===== config.mk =====
export PLATFORM = sky130hd
export DESIGN_NAME = dmx_slot_rx
export DESIGN_NICKNAME = d
export VERILOG_FILES = /design/src/rtl/dmx_rx_pkg.sv /design/src/rtl/dmx_frame_fsm.sv /design/src/rtl/dmx_chan_regs.sv /design/src/rtl/dmx_idle_timer.sv /design/src/rtl/dmx_slot_rx.sv
export SDC_FILE = /design/constraint.sdc
export NUM_CORES = 1
export LEC_CHECK = 0
export BUFFER_PORTS_ARGS = -buffer_cell sky130_fd_sc_hd__buf_2
export CORE_UTILIZATION = 50
export DETAILED_ROUTE_END_ITERATION = 12
export GPL_TIMING_DRIVEN = 0
export PLACE_DENSITY = 0.76
export SLEW_MARGIN = 20
export SYNTH_ARGS = -nofsm -noshare
export SYNTH_HDL_FRONTEND = slang
export SYNTH_SLANG_ARGS = --single-unit

===== constraint.sdc =====
create_clock -name clk -period 3.2 [get_ports clk]
set_input_delay 0 -clock clk [delete_from_list [all_inputs] [get_ports clk]]
set_output_delay 0 -clock clk [all_outputs]
set_load 0.005 [all_outputs]

===== src/rtl/dmx_rx_pkg.sv =====
// Shared types for the DMX512 slot capture receiver.
package dmx_rx_pkg;
    // Parser phases, from break hunt through channel capture.
    typedef enum logic [1:0] {
        PH_WAIT_BREAK = 2'd0,
        PH_WAIT_START = 2'd1,
        PH_HUNT_ADDR  = 2'd2,
        PH_CAPTURE    = 2'd3
    } dmx_phase_e;
endpackage


===== src/rtl/dmx_frame_fsm.sv =====
// Framing state machine: finds a break, checks the start code, counts slots
// and produces channel write strobes.
// Assumes byte_vld is a one-cycle strobe and force_idle only comes with no byte.
module dmx_frame_fsm
    import dmx_rx_pkg::*;
#(
    parameter int NCH    = 6,
    parameter int DW     = 8,
    parameter int ADDR_W = 9,
    parameter int SLOT_W = 16,
    localparam int IDX_W = (NCH > 1) ? $clog2(NCH) : 1
) (
    input  logic              clk,
    input  logic              rst_n,
    input  logic              byte_vld,
    input  logic [DW-1:0]     byte_val,
    input  logic              stop_bit,
    input  logic [ADDR_W-1:0] start_addr,
    input  logic              force_idle,
    output logic              wr_en,
    output logic [IDX_W-1:0]  wr_idx,
    output logic              fin
);
    localparam logic [IDX_W-1:0] LAST_IDX = IDX_W'(NCH - 1);

    dmx_phase_e        phase_q, phase_d;
    logic [SLOT_W-1:0] slot_q, slot_d;
    logic [IDX_W-1:0]  idx_q, idx_d;

    // Next-state, slot counter and write strobe decode for one received byte.
    always_comb begin
        phase_d = phase_q;
        slot_d  = slot_q;
        idx_d   = idx_q;
        wr_en   = 1'b0;
        wr_idx  = '0;
        fin     = 1'b0;
        if (force_idle) begin
            phase_d = PH_WAIT_BREAK;
        end else if (byte_vld) begin
            if (!stop_bit) begin
                phase_d = (byte_val == '0) ? PH_WAIT_START : PH_WAIT_BREAK;
            end else begin
                case (phase_q)
                    PH_WAIT_BREAK: phase_d = PH_WAIT_BREAK;
                    PH_WAIT_START: begin
                        slot_d  = '0;
                        idx_d   = '0;
                        phase_d = (byte_val == '0) ? PH_HUNT_ADDR : PH_WAIT_BREAK;
                    end
                    PH_HUNT_ADDR: begin
                        slot_d = slot_q + 1'b1;
                        if (slot_d == SLOT_W'(start_addr)) begin
                            wr_en = 1'b1;
                            if (NCH == 1) begin
                                fin     = 1'b1;
                                phase_d = PH_WAIT_BREAK;
                            end else begin
                                idx_d   = IDX_W'(1);
                                phase_d = PH_CAPTURE;
                            end
                        end
                    end
                    PH_CAPTURE: begin
                        wr_en  = 1'b1;
                        wr_idx = idx_q;
                        if (idx_q == LAST_IDX) begin
                            fin     = 1'b1;
                            phase_d = PH_WAIT_BREAK;
                        end else begin
                            idx_d = idx_q + 1'b1;
                        end
                    end
                    default: phase_d = PH_WAIT_BREAK;
                endcase
            end
        end
    end

    // Parser state registers.
    always_ff @(posedge clk) begin
        if (!rst_n) begin
            phase_q <= PH_WAIT_BREAK;
            slot_q  <= '0;
            idx_q   <= '0;
        end else begin
            phase_q <= phase_d;
            slot_q  <= slot_d;
            idx_q   <= idx_d;
        end
    end
endmodule


===== src/rtl/dmx_chan_regs.sv =====
// Capture register file: one byte register per channel, written by index.
// Assumes wr_idx is below NCH whenever wr_en is high.
module dmx_chan_regs #(
    parameter int NCH    = 6,
    parameter int DW     = 8,
    localparam int IDX_W = (NCH > 1) ? $clog2(NCH) : 1
) (
    input  logic              clk,
    input  logic              rst_n,
    input  logic              wr_en,
    input  logic [IDX_W-1:0]  wr_idx,
    input  logic [DW-1:0]     wr_val,
    output logic [NCH*DW-1:0] rd_bus
);
    for (genvar g = 0; g < NCH; g++) begin : g_chan
        logic [DW-1:0] val_q;
        // Store the byte when this channel is addressed.
        always_ff @(posedge clk) begin
            if (!rst_n)
                val_q <= '0;
            else if (wr_en && (wr_idx == IDX_W'(g)))
                val_q <= wr_val;
        end
        assign rd_bus[g*DW +: DW] = val_q;
    end
endmodule


===== src/rtl/dmx_idle_timer.sv =====
// No-traffic timer counting mains half-cycles since the last received byte.
// A received byte takes priority over a tick in the same cycle.
module dmx_idle_timer #(
    parameter int TMO_W = 8
) (
    input  logic clk,
    input  logic rst_n,
    input  logic byte_vld,
    input  logic tick,
    output logic expire
);
    logic [TMO_W-1:0] cnt_q;

    assign expire = tick && !byte_vld && (cnt_q == '1);

    // Clear on traffic, count ticks otherwise (wraps at the top).
    always_ff @(posedge clk) begin
        if (!rst_n)
            cnt_q <= '0;
        else if (byte_vld)
            cnt_q <= '0;
        else if (tick)
            cnt_q <= cnt_q + 1'b1;
    end
endmodule


===== src/rtl/dmx_slot_rx.sv =====
// DMX512 slot capture receiver top: ties parser, register file and timer
// together and holds the status flags. Assumes a byte-level UART in front.
module dmx_slot_rx #(
    parameter int NCH    = 6,
    parameter int DW     = 8,
    parameter int ADDR_W = 9,
    parameter int SLOT_W = 16,
    parameter int TMO_W  = 8,
    localparam int IDX_W = (NCH > 1) ? $clog2(NCH) : 1
) (
    input  logic              clk,
    input  logic              rst_n,
    input  logic              rx_valid,
    input  logic [DW-1:0]     rx_data,
    input  logic              rx_ninth,
    input  logic              rx_frame_err,
    input  logic              rx_overrun,
    input  logic              half_cycle_tick,
    input  logic [3:0]        addr_sw_lo,
    input  logic [3:0]        addr_sw_hi,
    input  logic [3:0]        addr_sw_top,
    output logic [NCH*DW-1:0] chan_data,
    output logic              packet_done,
    output logic              data_valid,
    output logic              err_flag,
    output logic              rx_restart
);
    logic [ADDR_W-1:0] start_addr;
    logic              wr_en, fin, expire, bad_byte;
    logic [IDX_W-1:0]  wr_idx;

    assign start_addr = ADDR_W'({addr_sw_top[0], addr_sw_hi, addr_sw_lo});
    assign bad_byte   = rx_valid && (rx_frame_err || rx_overrun);

    dmx_frame_fsm #(.NCH(NCH), .DW(DW), .ADDR_W(ADDR_W), .SLOT_W(SLOT_W)) u_fsm (
        .clk(clk), .rst_n(rst_n), .byte_vld(rx_valid), .byte_val(rx_data),
        .stop_bit(rx_ninth), .start_addr(start_addr), .force_idle(expire),
        .wr_en(wr_en), .wr_idx(wr_idx), .fin(fin)
    );

    dmx_chan_regs #(.NCH(NCH), .DW(DW)) u_regs (
        .clk(clk), .rst_n(rst_n), .wr_en(wr_en), .wr_idx(wr_idx),
        .wr_val(rx_data), .rd_bus(chan_data)
    );

    dmx_idle_timer #(.TMO_W(TMO_W)) u_timer (
        .clk(clk), .rst_n(rst_n), .byte_vld(rx_valid),
        .tick(half_cycle_tick), .expire(expire)
    );

    // Status flags: completion pulse, data-valid, sticky error, restart request.
    always_ff @(posedge clk) begin
        if (!rst_n) begin
            packet_done <= 1'b0;
            data_valid  <= 1'b0;
            err_flag    <= 1'b0;
            rx_restart  <= 1'b0;
        end else begin
            packet_done <= fin;
            rx_restart  <= bad_byte;
            if (bad_byte)
                err_flag <= 1'b1;
            if (fin)
                data_valid <= 1'b1;
            else if (expire)
                data_valid <= 1'b0;
        end
    end
endmodule


==> out/qor.yml, run 1 <==
run_status:
  status: "finished clean"
logic_synthesis:
  yosysWarningCount: 0
  synth_top_area_share_pct: 40.4
  yosysSeqAreaShare_pct: 40.4
  synth_cell_types: 57
  ys_ff_latch: 81
  netlist_area_sq_mm: 0.00401
  synth_edf_count: 0
  post_synth.cell_area_avg_sq_um: 9.06
  synth_ff_type: "dfxtp_1"
  synth_area_leaders: "dfxtp_1 40%, mux2i_1 13%, nor2b_1 7.8%"
  synth_async_sr_flop_share_pct: 0
  syn_nets: 478
  synth.largest_area_cell: "dfxtp_1"
  netlist_instances: 443
critical_path:
  max_stage_delay_ns: 0.50
  cp-start-kind: "flop"
  path_max_fanout: 10
  slowest_stage: "or4b_1"
  critPathBufInv: 1
  end_kind: "flop"
  crit_family: "simple AND/OR/NAND/NOR gates"
  critPathKind: "reg -> reg"
  path_cells: "ha_1, nand3_1, buf_2, nor3b_1, o2111ai_1, a2111oi_4, a31oi_1, or4b_1, a21boi_1"
  crit_arrival_ns: 3.24
  critPathRequiredTime_ns: 3.50
drt:
  via_per_inst: 5.35
  drt-initial-drc-count: 266
  dr_total_vias: 3445
  routed_wl_um: 9700
  wl_per_cell_um: 15.1
  ant_nets: 0
  drt_pass1_iterations: 4
  drc: 0
power_and_ir_drop:
  leakagePower_nw: 2.00
  ir_worst_vdd_mv: 0.319
  p_per_area_mw_per_mm2: 400
global_route:
  grt.overflow.total: 0
  grt_usage_pct: 24.3
  grt_antenna_before_repair: 0
  grt_max_degree: 15
  grt_pass1_wl_um: 16000
  first_global_vias: 3305
sta:
  hold_violations: 0
  fin_crit_sh_pct: 92.0
  period_minus_slack_ns: 2.94
  finalMaxSlewViolations: 0
  fmax_mhz: 340
  worst_pin_slew_ns: 0.927
  final.setup.worst_slack_ns: 0.257
  skew_ns: 0.00890
  fin_setup_tns_ns: 0
  maxSlewHeadroom_pct: 37.9
  rsz0062_at_grt: "false"
  setup_violations: 0
final_layout:
  areaGrowthSynthToFinish_pct: 20.1
  n_antenna_cell: 0
  final_cell_mix: "81 x dfxtp_1, 80 x buf_2, 51 x mux2i_1"
  final_layout_size_suffix_gt1_share_pct: 19.6
  nets: 572
  final_common_cell: "dfxtp_1"
floorplan:
  io_pins: 79
  die_height_um: 91.6
  dieArea_sq_mm: 0.00839
  die_w_um: 91.6
  start_util_pct: 51.9
  rows: 32
  core_sq_mm: 0.00773
clock_network:
  numCtsBuffers: 9
  cts_tree: "built"
  post_cts_buffers: 0
  ctsLongestPathBuffers: 2
  clk_pin_slew_ns: 0.08
  clkSinkCount: 81
  cts-root-buf: "clkbuf_8"
  clock_latency_ns: 0.37
  h-tree-depth: 3
placed_design:
  port_buffers: 73
  pre_cts_slack_ns: 0.349
  post-dp-hpwl_um: 6700
  place.gp.congestion: 0.847
hold_path:
  hp-class: "in -> reg"
flow_run:
  cap_violations: 0
[sequential cells by signal, summed over array words and instances (netlist names)]
name	flops
data_valid	1
u_timer.cnt_q	8
u_regs.g_chan.val_q	48
rx_restart	1
u_fsm.idx_q	3
err_flag	1
packet_done	1
u_fsm.slot_q	16
u_fsm.phase_q	2
[path summary, 6_finish.rpt]
path                                                          endpoint  cells past startpoint                              startpoint  slack (ns)
worst max-delay path                       u_fsm.idx_q[1]$_SDFFE_PN0P_                      9            u_fsm.slot_q[0]$_SDFFE_PN0P_        0.26
worst min-delay path                     u_timer.cnt_q[0]$_SDFFE_PP0P_                      3                         half_cycle_tick        0.04
worst max register to register             u_fsm.idx_q[1]$_SDFFE_PN0P_                      9            u_fsm.slot_q[0]$_SDFFE_PN0P_        0.26
worst min register to register  u_regs.g_chan[0].val_q[3]$_SDFFE_PN0P_                      2  u_regs.g_chan[0].val_q[3]$_SDFFE_PN0P_        0.46
[final cells by class]
type / instances / area (sq um)
multi-input cells: 330 / 2250
clock buffers: 11 / 151
well taps: 102 / 128
plain buffers: 27 / 121
clock inverters: 5 / 62.6
flip-flops and latches: 81 / 1620
repair buffers: 83 / 465
inverters: 5 / 18.8
fillers: 673 / 2910
[cells by family (layout without fill, tap and decap cells)]
| family | after synthesis | after routing | share of synthesized area, % |
|---|---|---|---|
| adders and majority gates | 8 | 8 | 2.49 |
| xor gates and xnor gates | 21 | 21 | 4.58 |
| DFF | 81 | 81 | 40.4 |
| AOI/OAI and AO/OA | 57 | 57 | 10.2 |
| and+or+nand+nor | 193 | 193 | 26.1 |
| muxes | 51 | 51 | 12.7 |
| buffers and inverters | 32 | 131 | 3.49 |
[worst reg2reg max path: stages, from the launching register on]
cell and delay [ns]:
dfxtp_1 0.46, ha_1 0.33, nand3_1 0.21, buf_2 0.24
nor3b_1 0.25, o2111ai_1 0.24, a2111oi_4 0.30, a31oi_1 0.21
or4b_1 0.50, a21boi_1 0.15
[cell usage after synthesis (8+ instances only)]
cell / count
nand2_1: 50
clkbuf_1: 18
xor2_1: 12
nand3_1: 17
nor3_1: 13
xnor2_1: 9
mux2i_1: 51
a21oi_1: 9
ha_1: 8
nor2_1: 27
o21ai_0: 13
nor2b_1: 50
dfxtp_1: 81
[through the flow]
step	power (mW)	util [%]	hold WS, ns	area [sq um]	std cells
finish	1.93	62.4	0.0358	4820	644
floorplan	1.09	-	0.139	4010	443
CTS	1.94	62.4	0.0287	4820	644
detailed placement	1.14	58.3	0.262	4510	618
global route	1.99	62.4	0.0626	4820	644
global placement	1.13	58.3	0.245	4510	618
[layer usage]
metal	part of all wire, %	wire, um	track usage [%]
met3	5.8	560	6.45
met1	46	4430	30.5
met5	0	0	0
met2	47	4540	39.7
met4	1.8	178	9.66
[power breakdown]
group / switching, mW / total, mW / internal, mW / leakage (nW)
Sequential: 0.00241 / 1.01 / 1.01 / 0.653
Clock: 0.401 / 0.808 / 0.407 / 0.102
Combinational: 0.0604 / 0.109 / 0.0482 / 1.24
[timing repair]
action	in CTS	in global routing
endpoints found under the hold margin	11	0
gates resized for setup	0	0
hold buffers	10	0
Power figures use the tool's default switching activity.
==> run 2, diff against run 1 <==
Clock period 3.2 ns to 3.03 ns, I/O delays scaled along.
==> run 2 against run 1 <==
Against the previous run:
- register-to-register slack worse by 0.02 ns
- power is 5.6% higher
- wire length is 0.20% lower
- critical path depth stayed put
- via count increased by 0.46%
- final cell count is the same
- setup slack got worse by 0.016 ns
- first-iteration DRC count down 8.3%
- largest cell class unchanged
==> out/qor.yml, run 2 (synthesis gave the netlist of run 1 again) <==
flow_run:
  cap_violations: 0  # unchanged
floorplan:
  rows: 32  # unchanged
  die_w_um: 91.6  # unchanged
  start_util_pct: 51.9  # unchanged
  dieArea_sq_mm: 0.00839  # unchanged
  core_sq_mm: 0.00773  # unchanged
  die_height_um: 91.6  # unchanged
  io_pins: 79  # unchanged
final_layout:
  final_cell_mix: "80 x buf_2, 80 x dfxtp_1, 51 x mux2i_1"  # was 81 x dfxtp_1, 80 x buf_2, 51 x mux2i_1
  n_antenna_cell: 0  # unchanged
  final_layout_size_suffix_gt1_share_pct: 19.9  # was 19.6%
  instances_no_fill: 644  # unchanged
  top_register: "u_regs.g_chan.val_q"  # unchanged
  largest_reg_flops: 48  # unchanged
  design_area_sq_mm: 0.00482  # about the same
  nets: 572  # unchanged
  areaGrowthSynthToFinish_pct: 20.2  # was 20.1%
  reg.largest.list: "u_regs.g_chan.val_q x48, u_fsm.slot_q x16, u_timer.cnt_q x8"  # unchanged
  num-fill-cells: 675  # was 673
  utilization_pct: 62.4  # about the same
placed_design:
  post-dp-hpwl_um: 6700  # unchanged
  place.gp.congestion: 0.847  # unchanged
  port_buffers: 73  # unchanged
  dpl_cell_area_sq_mm: 0.00451  # unchanged
  dp.cells: 618  # unchanged
  pre_cts_slack_ns: 0.179  # was 0.349 ns
global_route:
  grt_usage_pct: 24.3  # unchanged
  grt.overflow.total: 0  # unchanged
  first_global_vias: 3305  # unchanged
  grt_max_degree: 15  # unchanged
  grt_antenna_before_repair: 0  # unchanged
  grt_pass1_wl_um: 16000  # unchanged
sta:
  hold_violations: 0  # unchanged
  timing.hold.ws_ns: 0.0359  # was 0.0358 ns
  maxSlewHeadroom_pct: 38.0  # was 37.9%
  fin_setup_tns_ns: 0  # unchanged
  skew_ns: 0.00964  # was 0.00890 ns
  fmax_mhz: 359  # was 340 MHz
  setup_violations: 0  # unchanged
  rsz0062_at_grt: "false"  # unchanged
  finalMaxSlewViolations: 0  # unchanged
  fin_crit_sh_pct: 92.0  # about the same
  period_minus_slack_ns: 2.79  # was 2.94 ns
  final.setup.worst_slack_ns: 0.242  # was 0.257 ns
  worst_pin_slew_ns: 0.925  # was 0.927 ns
critical_path:
  reg2reg_from: "u_fsm.slot_q[1]$_SDFFE_PN0P_"  # was u_fsm.slot_q[0]$_SDFFE_PN0P_
  r2r-end: "u_fsm.idx_q[1]$_SDFFE_PN0P_"  # unchanged
  path_max_fanout: 10  # unchanged
  critPathKind: "reg -> reg"  # unchanged
  critPathRequiredTime_ns: 3.33  # was 3.50 ns
  rrSetupSlack_ns: 0.24  # was 0.26 ns
  crit_arrival_ns: 3.09  # was 3.24 ns
  cp-start-kind: "flop"  # unchanged
  end_kind: "flop"  # unchanged
  startpoint: "u_fsm.slot_q[1]$_SDFFE_PN0P_"  # was u_fsm.slot_q[0]$_SDFFE_PN0P_
  endpoint: "u_fsm.idx_q[1]$_SDFFE_PN0P_"  # unchanged
  worst-r2r-cell-count: 9  # unchanged
hold_path:
  hp-class: "in -> reg"  # unchanged
clock_network:
  clkSinkCount: 81  # unchanged
  h-tree-depth: 3  # unchanged
  cts-root-buf: "clkbuf_8"  # unchanged
  clk_pin_slew_ns: 0.08  # about the same
  ctsLongestPathBuffers: 2  # unchanged
  numCtsBuffers: 9  # unchanged
  clock_latency_ns: 0.37  # about the same
  cts_tree: "built"  # unchanged
drt:
  wl_per_cell_um: 15.0  # was 15.1 um
  via_per_inst: 5.37  # was 5.35
  ant_nets: 0  # unchanged
  drt_pass1_iterations: 4  # unchanged
  dr_total_vias: 3461  # was 3,445
  drt-initial-drc-count: 244  # was 266
  routed_wl_um: 9680  # was 9700 um
  drc: 0  # unchanged
power_and_ir_drop:
  p_int_mw: 1.55  # was 1.47 mW
  pwr-share-seq_pct: 52.5  # about the same
  ir_worst_vdd_mv: 0.337  # was 0.319 mV
  p_per_area_mw_per_mm2: 422  # was 400 mW/mm^2
  clkPwrFrac_pct: 41.8  # was 41.9%
  switching_share_pct: 24.0  # about the same
  power_mw: 2.04  # was 1.93 mW
  p_comb_share_pct: 5.6  # about the same
  leakagePower_nw: 2.00  # about the same
  p_switching_mw: 0.489  # was 0.463 mW
run_status:
  status: "finished clean"  # unchanged
run 2: cell types whose count changed in the layout (fill, tap and decap cells not counted):
cell / previous run / this run
dfxtp_1: 81 / 80
dfxtp_2: 0 / 1
ha_1: 8 / 7
ha_2: 0 / 1
run 2: power groups by stage:
stage,sequential (mW),clock (mW),combinational (mW)
CTS,1.07,0.863,0.114
global route,1.07,0.907,0.126
global placement,1.09,0,0.102
floorplan,1.09,0,0.0565
detailed placement,1.10,0,0.104
finish,1.07,0.852,0.115
run 2: routing by layer:
layer | vias to the layer above | wire length, um | global-route usage [%]
li1 | 1723 | - | -
met1 | 1629 | 4380 | 30.5
met2 | 94 | 4530 | 39.7
met3 | 15 | 588 | 6.45
met4 | 0 | 178 | 9.66
met5 | - | 0 | 0
run 2: cell type report:
type	count	area [sq um]	area share, %
Buffer	27	121	2.52
Clock buffer	11	151	3.14
Clock inverter	5	62.6	1.30
Inverter	5	18.8	0.389
Multi-Input combinational cell	330	2250	46.7
Sequential cell	81	1620	33.6
Tap cell	102	128	2.65
Timing Repair Buffer	83	465	9.65
run 2: worst min path at each step:
stage | from | cells past startpoint | slack (ns) | to
3_3_place_gp | rx_frame_err | 2 | 0.25 | rx_restart$_SDFF_PN0_
2_1_floorplan | rx_data[0] | 2 | 0.14 | u_regs.g_chan[0].val_q[0]$_SDFFE_PN0P_
6_report | half_cycle_tick | 3 | 0.04 | u_timer.cnt_q[0]$_SDFFE_PP0P_
5_1_grt | half_cycle_tick | 3 | 0.06 | u_timer.cnt_q[0]$_SDFFE_PP0P_
3_5_place_dp | rx_frame_err | 2 | 0.26 | rx_restart$_SDFF_PN0_
4_1_cts | half_cycle_tick | 3 | 0.03 | u_timer.cnt_q[0]$_SDFFE_PP0P_
run 2: critical path, cell delays in order, from the launching register on:
cell       delay (ns)
dfxtp_1          0.40
ha_2             0.27
nand3_1          0.18
buf_2            0.24
nor3b_1          0.25
o2111ai_1        0.24
a2111oi_4        0.29
a31oi_1          0.21
or4b_1           0.49
a21boi_1         0.14
run 2: timing repair:
| item | CTS | global route |
|---|---|---|
| setup endpoints to repair | 0 | 9 |
| gates resized for setup | 0 | 2 |
| setup buffers | 0 | 0 |
| hold buffers | 10 | 0 |
| endpoints found under the hold margin | 11 | 0 |
==> run 3, diff against run 2 <==
--- a/config.mk
+++ b/config.mk
@@ -12,3 +12,2 @@
 export PLACE_DENSITY = 0.76
-export SLEW_MARGIN = 20
 export SYNTH_ARGS = -nofsm -noshare
==> constraint.sdc (replaced) <==
create_clock -name clk -period 3.03 [get_ports clk]
set_input_delay 0.7575 -clock clk [delete_from_list [all_inputs] [get_ports clk]]
set_output_delay 0.7575 -clock clk [all_outputs]
set_load 0.005 [all_outputs]
==> run 3 against run 2 <==
Against the previous run:
- combinational power is 9.6% lower
- setup slack worse by 0.020 ns
- non-clock buffer count shrank 10
- final cell count decreased by 1.6%
==> out/qor.yml, run 3 (synthesis gave the netlist of run 1 again) <==
clock_network:
  ctsLongestPathBuffers: 2  # unchanged
  h-tree-depth: 3  # unchanged
  clk_pin_slew_ns: 0.08  # about the same
  hold_buffers: 0  # was 10
  numCtsBuffers: 9  # unchanged
  cts_tree: "built"  # unchanged
  clkSinkCount: 81  # unchanged
  clock_latency_ns: 0.36  # was 0.37 ns
  cts-root-buf: "clkbuf_8"  # unchanged
sta:
  maxSlewHeadroom_pct: 37.3  # was 38.0%
  fin_setup_tns_ns: 0  # unchanged
  fin_crit_sh_pct: 92.7  # was 92.0%
  hold_violations: 0  # unchanged
  finalMaxSlewViolations: 0  # unchanged
  worst_pin_slew_ns: 0.935  # was 0.925 ns
  rsz0062_at_grt: "false"  # unchanged
  period_minus_slack_ns: 2.81  # was 2.79 ns
  skew_ns: 0.00704  # was 0.00964 ns
  fmax_mhz: 356  # was 359 MHz
  setup_violations: 0  # unchanged
power_and_ir_drop:
  power_mw: 2.03  # was 2.04 mW
  p_per_area_mw_per_mm2: 429  # was 422 mW/mm^2
  ir_worst_vdd_mv: 0.330  # was 0.337 mV
  leakagePower_nw: 1.95  # was 2.00 nW
drt:
  ant_nets: 0  # unchanged
  wl_per_cell_um: 15.0  # about the same
  via_per_inst: 5.42  # was 5.37
  drt_pass1_iterations: 4  # unchanged
  dr_total_vias: 3438  # was 3,461
  routed_wl_um: 9510  # was 9680 um
  drc: 0  # unchanged
  drt-initial-drc-count: 214  # was 244
placed_design:
  post-dp-hpwl_um: 6700  # unchanged
  port_buffers: 73  # unchanged
  place.gp.congestion: 0.847  # unchanged
floorplan:
  core_sq_mm: 0.00773  # unchanged
  rows: 32  # unchanged
  io_pins: 79  # unchanged
  start_util_pct: 51.9  # unchanged
  die_height_um: 91.6  # unchanged
  die_w_um: 91.6  # unchanged
  dieArea_sq_mm: 0.00839  # unchanged
final_layout:
  areaGrowthSynthToFinish_pct: 17.7  # was 20.2%
  reg.largest.list: "u_regs.g_chan.val_q x48, u_fsm.slot_q x16, u_timer.cnt_q x8"  # unchanged
  multi_input_area_sq_mm: 0.00225  # unchanged
  largest_reg_flops: 48  # unchanged
  final_cell_mix: "80 x buf_2, 80 x dfxtp_1, 51 x mux2i_1"  # unchanged
  top_register: "u_regs.g_chan.val_q"  # unchanged
  num-fill-cells: 689  # was 675
  n_antenna_cell: 0  # unchanged
  nets: 562  # was 572
  regArea_sq_mm: 0.00162  # unchanged
  final_layout_size_suffix_gt1_share_pct: 20.3  # was 19.9%
global_route:
  grt.overflow.total: 0  # unchanged
  first_global_vias: 3224  # was 3,305
  grt_usage_pct: 23.8  # was 24.3%
  grt_max_degree: 15  # unchanged
  grt_antenna_before_repair: 0  # unchanged
  grt_pass1_wl_um: 15700  # was 16,000 um
critical_path:
  end_kind: "flop"  # unchanged
  cp-start-kind: "flop"  # unchanged
  critPathRequiredTime_ns: 3.33  # about the same
  path_max_fanout: 10  # unchanged
  critPathKind: "reg -> reg"  # unchanged
  crit_arrival_ns: 3.11  # was 3.09 ns
flow_run:
  cap_violations: 0  # unchanged
hold_path:
  hp-class: "reg -> reg"  # was in -> reg
run_status:
  status: "finished clean"  # unchanged
run 3: cell count changes in the layout (fill, tap and decap cells not counted), sizes merged:
cell | previous run | this run
dlygate4sd3 | 10 | 0
run 3: worst max-delay path: stages, from the launching register on:
cell	delay, ns
dfxtp_1	0.40
ha_2	0.27
nand3_1	0.19
buf_2	0.24
nor3b_1	0.25
o2111ai_1	0.24
a2111oi_4	0.30
a31oi_1	0.21
or4b_1	0.50
a21boi_1	0.15
run 3: per-stage QoR:
| step | instances | setup slack [ns] | utilization [%] | area, sq um | hold WS, ns |
|---|---|---|---|---|---|
| floorplan | 443 | 0.559 | - | 4010 | 0.450 |
| detailed placement | 618 | 0.179 | 58.3 | 4510 | 0.440 |
| finish | 634 | 0.222 | 61.1 | 4720 | 0.461 |
| global placement | 618 | 0.213 | 58.3 | 4510 | 0.429 |
| global route | 634 | 0.0188 | 61.1 | 4720 | 0.469 |
| CTS | 634 | 0.123 | 61.1 | 4720 | 0.460 |
run 3: timing repair:
| item | 4_1_cts | 5_1_grt |
|---|---|---|
| endpoints found under the setup margin | 0 | 9 |
| buffers inserted | 0 | 0 |
| gates resized for setup | 0 | 2 |
run 3: area by class of cell:
class	count	share of cell area (%)
Sequential cell	81	34.4
Multi-Input combinational cell	330	47.7
Clock buffer	11	3.21
Inverter	5	0.397
Timing Repair Buffer	73	7.74
Buffer	27	2.57
Clock inverter	5	1.32
Tap cell	102	2.70
run 3: worst paths after layout:
| path | cells after the start | to | slack (ns) | start |
|---|---|---|---|---|
| hold reg to reg | 1 | err_flag$_SDFFE_PN0P_ | 0.46 | err_flag$_SDFFE_PN0P_ |
| hold / removal | 1 | err_flag$_SDFFE_PN0P_ | 0.46 | err_flag$_SDFFE_PN0P_ |
| setup / recovery | 9 | u_fsm.idx_q[1]$_SDFFE_PN0P_ | 0.22 | u_fsm.slot_q[1]$_SDFFE_PN0P_ |
| setup reg to reg | 9 | u_fsm.idx_q[1]$_SDFFE_PN0P_ | 0.22 | u_fsm.slot_q[1]$_SDFFE_PN0P_ |
run 3: per-layer routing:
layer | GRT usage (%) | vias up | part of all wire, %
met1 | 30.4 | 1618 | 46
met4 | 9.66 | 0 | 2.1
met3 | 6.37 | 17 | 6.0
met2 | 38.0 | 98 | 46
li1 | - | 1705 | -
met5 | 0 | - | 0
run 3: where the power goes:
part           total [mW]  internal [mW]  switching (mW)
clock network       0.852          0.430           0.422
registers            1.07           1.07         0.00258
logic               0.104         0.0425          0.0617
total                2.03           1.54           0.486
